$ cat src/rtl/gate_seq_pkg.sv
package gate_seq_pkg;

  localparam int PhaseBits = 2;

  typedef enum logic [PhaseBits-1:0] {
    PH_SHUT    = 2'b00,
    PH_RISING  = 2'b01,
    PH_WIDE    = 2'b10,
    PH_FALLING = 2'b11
  } gate_phase_e;

  // strobes handed from control to datapath
  typedef struct packed {
    gate_phase_e phase;
    logic        moving;
  } gate_strb_t;

endpackage

$ cat src/rtl/gate_seq_ctrl.sv
module gate_seq_ctrl
  import gate_seq_pkg::*;
(
  input  logic       clk,
  input  logic       rst,
  input  logic       openReq,
  input  logic       openStop,
  input  logic       closeReq,
  input  logic       closeStop,
  output gate_strb_t strb
);

  gate_phase_e phaseQ;
  gate_phase_e phaseD;
  logic        watched;

  // each phase listens to a single input
  always_comb begin
    case (phaseQ)
      PH_SHUT:    watched = openReq;
      PH_RISING:  watched = openStop;
      PH_WIDE:    watched = closeReq;
      PH_FALLING: watched = closeStop;
      default:    watched = 1'b0;
    endcase
  end

  // the loop order follows the binary count, so advancing is an increment
  always_comb begin
    if (watched) phaseD = gate_phase_e'(phaseQ + 2'b01);
    else         phaseD = phaseQ;
  end

  always_ff @(posedge clk) begin
    if (rst) phaseQ <= PH_SHUT;
    else     phaseQ <= phaseD;
  end

  always_comb begin
    strb.phase  = phaseQ;
    strb.moving = phaseQ[0];
  end

endmodule

$ cat src/rtl/gate_seq_dp.sv
module gate_seq_dp
  import gate_seq_pkg::*;
(
  input  gate_strb_t             strb,
  output logic                   motorFwd,
  output logic                   motorRev,
  output logic                   openLamp,
  output logic                   shutLamp,
  output logic [PhaseBits-1:0]   phaseCode
);

  always_comb begin
    motorFwd = 1'b0;
    motorRev = 1'b0;
    openLamp = 1'b0;
    shutLamp = 1'b0;
    if (strb.moving) begin
      if (strb.phase == PH_RISING) motorFwd = 1'b1;
      else                         motorRev = 1'b1;
    end else begin
      if (strb.phase == PH_WIDE) openLamp = 1'b1;
      else                       shutLamp = 1'b1;
    end
    phaseCode = strb.phase;
  end

endmodule

$ cat src/rtl/gate_seq_top.sv
module gate_seq_top
  import gate_seq_pkg::*;
(
  input  logic       clk,
  input  logic       rst,
  input  logic       openReq,
  input  logic       openStop,
  input  logic       closeReq,
  input  logic       closeStop,
  output logic       motorFwd,
  output logic       motorRev,
  output logic       openLamp,
  output logic       shutLamp,
  output logic [1:0] phaseCode
);

  gate_strb_t strb;

  gate_seq_ctrl ctrl_i (
    .clk       (clk),
    .rst       (rst),
    .openReq   (openReq),
    .openStop  (openStop),
    .closeReq  (closeReq),
    .closeStop (closeStop),
    .strb      (strb)
  );

  gate_seq_dp dp_i (
    .strb      (strb),
    .motorFwd  (motorFwd),
    .motorRev  (motorRev),
    .openLamp  (openLamp),
    .shutLamp  (shutLamp),
    .phaseCode (phaseCode)
  );

endmodule

$ cat config.mk
export PLATFORM = sky130hd
export DESIGN_NAME = gate_seq_top
export DESIGN_NICKNAME = d
export VERILOG_FILES = /design/src/rtl/gate_seq_pkg.sv /design/src/rtl/gate_seq_ctrl.sv /design/src/rtl/gate_seq_dp.sv /design/src/rtl/gate_seq_top.sv
export SDC_FILE = /design/constraint.sdc
export NUM_CORES = 1
export LEC_CHECK = 0
export BUFFER_PORTS_ARGS = -buffer_cell sky130_fd_sc_hd__buf_2
export CORE_AREA = 2 2 39 41
export DETAILED_ROUTE_END_ITERATION = 7
export DIE_AREA = 0 0 41 43
export SETUP_SLACK_MARGIN = 0.4
export SYNTH_ARGS = -nofsm -noshare
export SYNTH_HDL_FRONTEND = slang
export SYNTH_SLANG_ARGS = --single-unit
$ cat constraint.sdc
create_clock -name clk -period 1.5 [get_ports clk]
set_input_delay 0.15 -clock clk [delete_from_list [all_inputs] [get_ports clk]]
set_output_delay 0.15 -clock clk [all_outputs]
set_load 0.01 [all_outputs]
After elaboration in Yosys (flattened, before gate mapping):

Index checks and enable logic that the tools add are counted.

* logic and storage cells: 15
* input bits: 6
* output and inout bits: 6
* flip-flop bits (word level): 2

* reductions and logical operators: 1
* mux-type cells: 9
* add/subtract/negate cells: 1
* equal/unequal tests: 3

Operators with widths (number)
* 1-bit two-way mux: 8
* 2-bit == test (second input constant): 2
* 1-bit one-hot mux with 4 select lines: 1
* 2-bit by 1-bit adder with 2-bit output (second input constant): 1
* 2-bit by 1-bit == test with 1-bit output (second input constant): 1
* 2-bit logical NOT: 1

Depth between registers and ports, before layout:

* word-level depth: 3
* gate-level depth with buffers: 5
* depth with buffers taken out: 5

Hierarchy:

Synthesis repeated with hierarchy kept, for this count alone.

* cell total of the unflattened synthesis: 27
* area total of the unflattened synthesis: 234.0 µm²

Modules (own cells, without submodules)
* gate_seq_ctrl: cells an instance 19, seq. area each 40.0 µm², area an instance 182.7 µm², times used 1
* gate_seq_dp: cells an instance 8, seq. area each 0.0 µm², area an instance 51.3 µm², times used 1

Worst setup path before layout:

Ideal clock, no wire load.

* path kind: reg-to-reg
* start: register ctrl_i.phaseQ[0]
* end: register ctrl_i.phaseQ[0]
* clock period less this slack: 1.563 ns
* slack: -0.063 ns
* required time: 1.379 ns
* path buffers: 0
* setup time: 0.121 ns
* data arrival time: 1.442 ns
* cell stages (with the launch flop): 6
* cell sequence: dfxtp_1 -> inv_1 -> ha_1 -> nor2b_1 -> a21oi_2 -> mux2_4

* word-level cells in the longest chain between the ends: 2
* elaborated cells between the ends (all ways): 6
* those cells by class: add/sub: 1; eq/ne: 3; mux: 1; reduce/logical: 1

RTL lines
* start, declared: line gate_seq_ctrl.sv:13 `gate_phase_e phaseQ;`
* start signal, assigned: line gate_seq_ctrl.sv:36 `else phaseQ <= phaseD;`
* 2-bit == test (tied with other cells): line gate_seq_ctrl.sv:19 `case (phaseQ)`
* 1-bit one-hot mux with 4 select lines: line gate_seq_ctrl.sv:19

Parallel ways exist; a longest one is shown, timed or not.
A chain may end at the register's enable or synchronous reset.

Worst setup path in the final report:

* start: register ctrl_i.phaseQ[1]
* end: register ctrl_i.phaseQ[0]

* word-level cells in the longest chain between the ends: 2
* elaborated cells between the ends (all ways): 5
* those cells by class: eq/ne: 3; mux: 1; reduce/logical: 1

RTL lines (line)
* 2-bit == test (tied with other cells): gate_seq_ctrl.sv:19
* 1-bit one-hot mux with 4 select lines (*): gate_seq_ctrl.sv:19

Mark *: on every way between the ends. The rest lies on a longest branch, timed or not.

==> flow_metrics.py <==
metrics = {
    "clocking": {
        "cts.sinks": 2,
        "numCtsBuffers": 3,
        "cts_root_buf": "clkbuf_4",
        "cts-hold-fix-buffers": 0,
        "clock_latency_ps": 230,
        "cts_tree": "done",
        "cts_max_path_buffers": 2,
        "clkTransAtPathRegs_ps": 30,
        "htree_num_levels": 1,
    },
    "sta": {
        "setup_viol": 0,
        "tns_ps": 0,
        "relSlewSlack_pct": 86.5,
        "whs_ps": 246,
        "worst_slew_pin_slew_ps": 203,
        "hold_viol_final": 0,
        "max_clock_freq_mhz": 776,
        "fin_skew_ps": 8.71,
        "timing.final.crit_share_pct": 85.9,
        "period_needed_ps": 1290,
        "rsz0062_at_grt": "true",
        "slew_violations": 0,
    },
    "synth": {
        "yosysSeqAreaShare_pct": 18.8,
        "synth-seq-cells": 2,
        "async_flop_share_pct": 0,
        "yosys.area.top_type": "ha_1",
        "synth.net_count": 34,
        "synth.distinct_cells": 11,
        "synth_most_common_cell": "ha_1",
        "syn-cell-area_um2": 213,
        "synth_flop_cell": "dfxtp_1",
        "yosysWarnings": 0,
        "synth_edf_count": 0,
        "synth.top_cells.by_count": "ha_1, dfxtp_1, inv_1, nand2b_1, nor2_1",
        "ys_top_cells_by_area": "ha_1, dfxtp_1, mux2_4, a22oi_2, nand2b_1",
        "synth.top_cell.area_share_pct": 41.2,
        "synth_area_per_cell_um2": 10.1,
        "syn_inst": 21,
    },
    "die": {
        "die_y_um": 43,
        "initial_core_util_pct": 15.4,
        "die_w_um": 41,
        "ioPinCount": 12,
        "rows": 14,
        "die-area_mm2": 0.00176,
        "core-area_mm2": 0.00138,
    },
    "pwr": {
        "p_int_mw": 0.578,
        "powerDensity_mw_per_mm2": 2120,
        "total_power_mw": 0.945,
        "vdd_drop_max_uv": 451,
        "p_switching_mw": 0.367,
        "p_leak_nw": 0.215,
        "power_frac_comb_pct": 71.4,
        "p_sw_share_pct": 38.8,
        "power_frac_seq_pct": 16.0,
        "p_clk_share_pct": 12.6,
    },
    "worst_setup_path": {
        "cp-start-kind": "register",
        "r2r_slack_ps": 210,
        "endpoint_kind": "register",
        "worst-setup-path-type": "reg2reg",
        "slowest_delay_ps": 380,
        "cp_cell_sequence": "inv_4 -> ha_4 -> a22oi_2 -> a21oi_4 -> mux2_4",
        "cp_max_fo": 5,
        "cp_data_arrival_time_ps": 1400,
        "critPathSlowestCell": "dfxtp_4",
        "crit_required_ps": 1610,
    },
    "placement": {
        "io_buffers": 11,
        "dp_hpwl_um": 349,
        "gp_congestion": 0.579,
    },
    "routing": {
        "drtAntennaViolNets": 0,
        "drt_iter0_markers": 1,
        "drtPass1Iterations": 3,
        "wire_per_inst_um": 9.63,
        "totalWireLength_um": 549,
        "vias": 215,
        "post-route-drc-count": 0,
        "viasPerCell": 3.77,
    },
    "cells_and_area": {
        "multi_input_area_um2": 224,
        "nets": 56,
        "syn2layout_area_growth_pct": 110,
        "antenna_cells": 0,
        "largest_reg_flops": 2,
        "regMostFlops": "ctrl_i.phaseQ",
        "regArea_um2": 47.5,
        "reg_top3": "ctrl_i.phaseQ (2)",
        "n_fill_cell": 144,
        "drive_above_1_share_pct": 80.5,
    },
    "grt": {
        "antenna_found_initial": 0,
        "grt_pass1_wl_um": 924,
        "grt_pass1_vias": 224,
        "grt_util_all_layers_pct": 8.51,
        "grt_max_degree": 6,
        "overflow": 0,
    },
    "flow_run": {
        "drv_cap": 0,
    },
    "min_path": {
        "hold_class": "in2reg",
    },
    "outcome": {
        "status": "finished clean",
    },
}
[layout by cell type (no fill, tap or decap)]
| cell | count |
|---|---|
| a22oi_2 | 1 |
| dfxtp_4 | 2 |
| ha_4 | 3 |
| mux2i_1 | 1 |
| a21oi_2 | 1 |
| ha_2 | 1 |
| nor2_1 | 2 |
| nor2b_4 | 1 |
| clkbuf_4 | 3 |
| ha_1 | 3 |
| buf_6 | 4 |
| buf_2 | 9 |
| a21oi_4 | 1 |
| inv_4 | 2 |
| nand2b_1 | 2 |
| buf_4 | 4 |
| mux2_4 | 1 |
[repair_timing]
| action | 4_1_cts | 5_1_grt |
|---|---|---|
| buffers inserted | 5 | 1 |
| resized for setup | 6 | 5 |
| setup endpoints to repair | 5 | 6 |
| pin swaps | 3 | 1 |
| endpoints found under the hold margin | 0 | 0 |
[cell families after synthesis]
| group | synth area share [%] |
|---|---|
| DFF | 18.8 |
| adders and majority gates | 41.2 |
| buffers and inverters | 3.53 |
| and+or+nand+nor | 12.4 |
| muxes | 11.8 |
| AOI/OAI and AO/OA | 12.4 |
[final cells by class]
cell class	count	share of cell area [%]
Clock buffer	3	5.04
Sequential cell	2	10.6
Timing Repair Buffer	17	26.9
Inverter	2	2.80
Tap cell	16	4.48
Multi-Input combinational cell	17	50.1
[power by group through the flow]
stage	logic (mW)	clock network [mW]	registers (mW)
finish	0.674	0.120	0.151
global route	0.727	0.139	0.156
CTS	0.604	0.128	0.147
detailed placement	0.396	0	0.160
global placement	0.393	0	0.160
floorplan	0.296	0	0.159
[critical path: cells and delay by family, from the launching register on]
kind	cells	cell delay [ps]
adder cells (fa/ha/maj)	1	150
buffers and inverters	1	60
flip-flops	1	380
AO/OA/AOI/OAI	2	290
multiplexers	1	300
[through the flow]
step                      cells  util (%)  instance area [um^2]  worst slack, ps
final                        57      32.3                   447              212
after global routing         57      32.3                   447              181
after CTS                    56      29.8                   413              215
after detailed placement     48      23.1                   320              171
after global placement       48      23.1                   320              194
after floorplan              21         -                   245              212
[layer usage]
layer,GRT usage (%),vias up,routed length [um]
met1,7.32,100,219
met4,6.00,0,0
li1,-,110,-
met2,13.8,5,305
met5,0,-,0
met3,4.71,0,25
[path summary, 6_finish.rpt]
check | startpoint | end | cells after the start
min | rst | ctrl_i.phaseQ[1] | 3
max | ctrl_i.phaseQ[1] | ctrl_i.phaseQ[0] | 5
max reg2reg | ctrl_i.phaseQ[1] | ctrl_i.phaseQ[0] | 5
min reg2reg | ctrl_i.phaseQ[1] | ctrl_i.phaseQ[1] | 3
No activity file was read; power rests on OpenSTA's default activity.
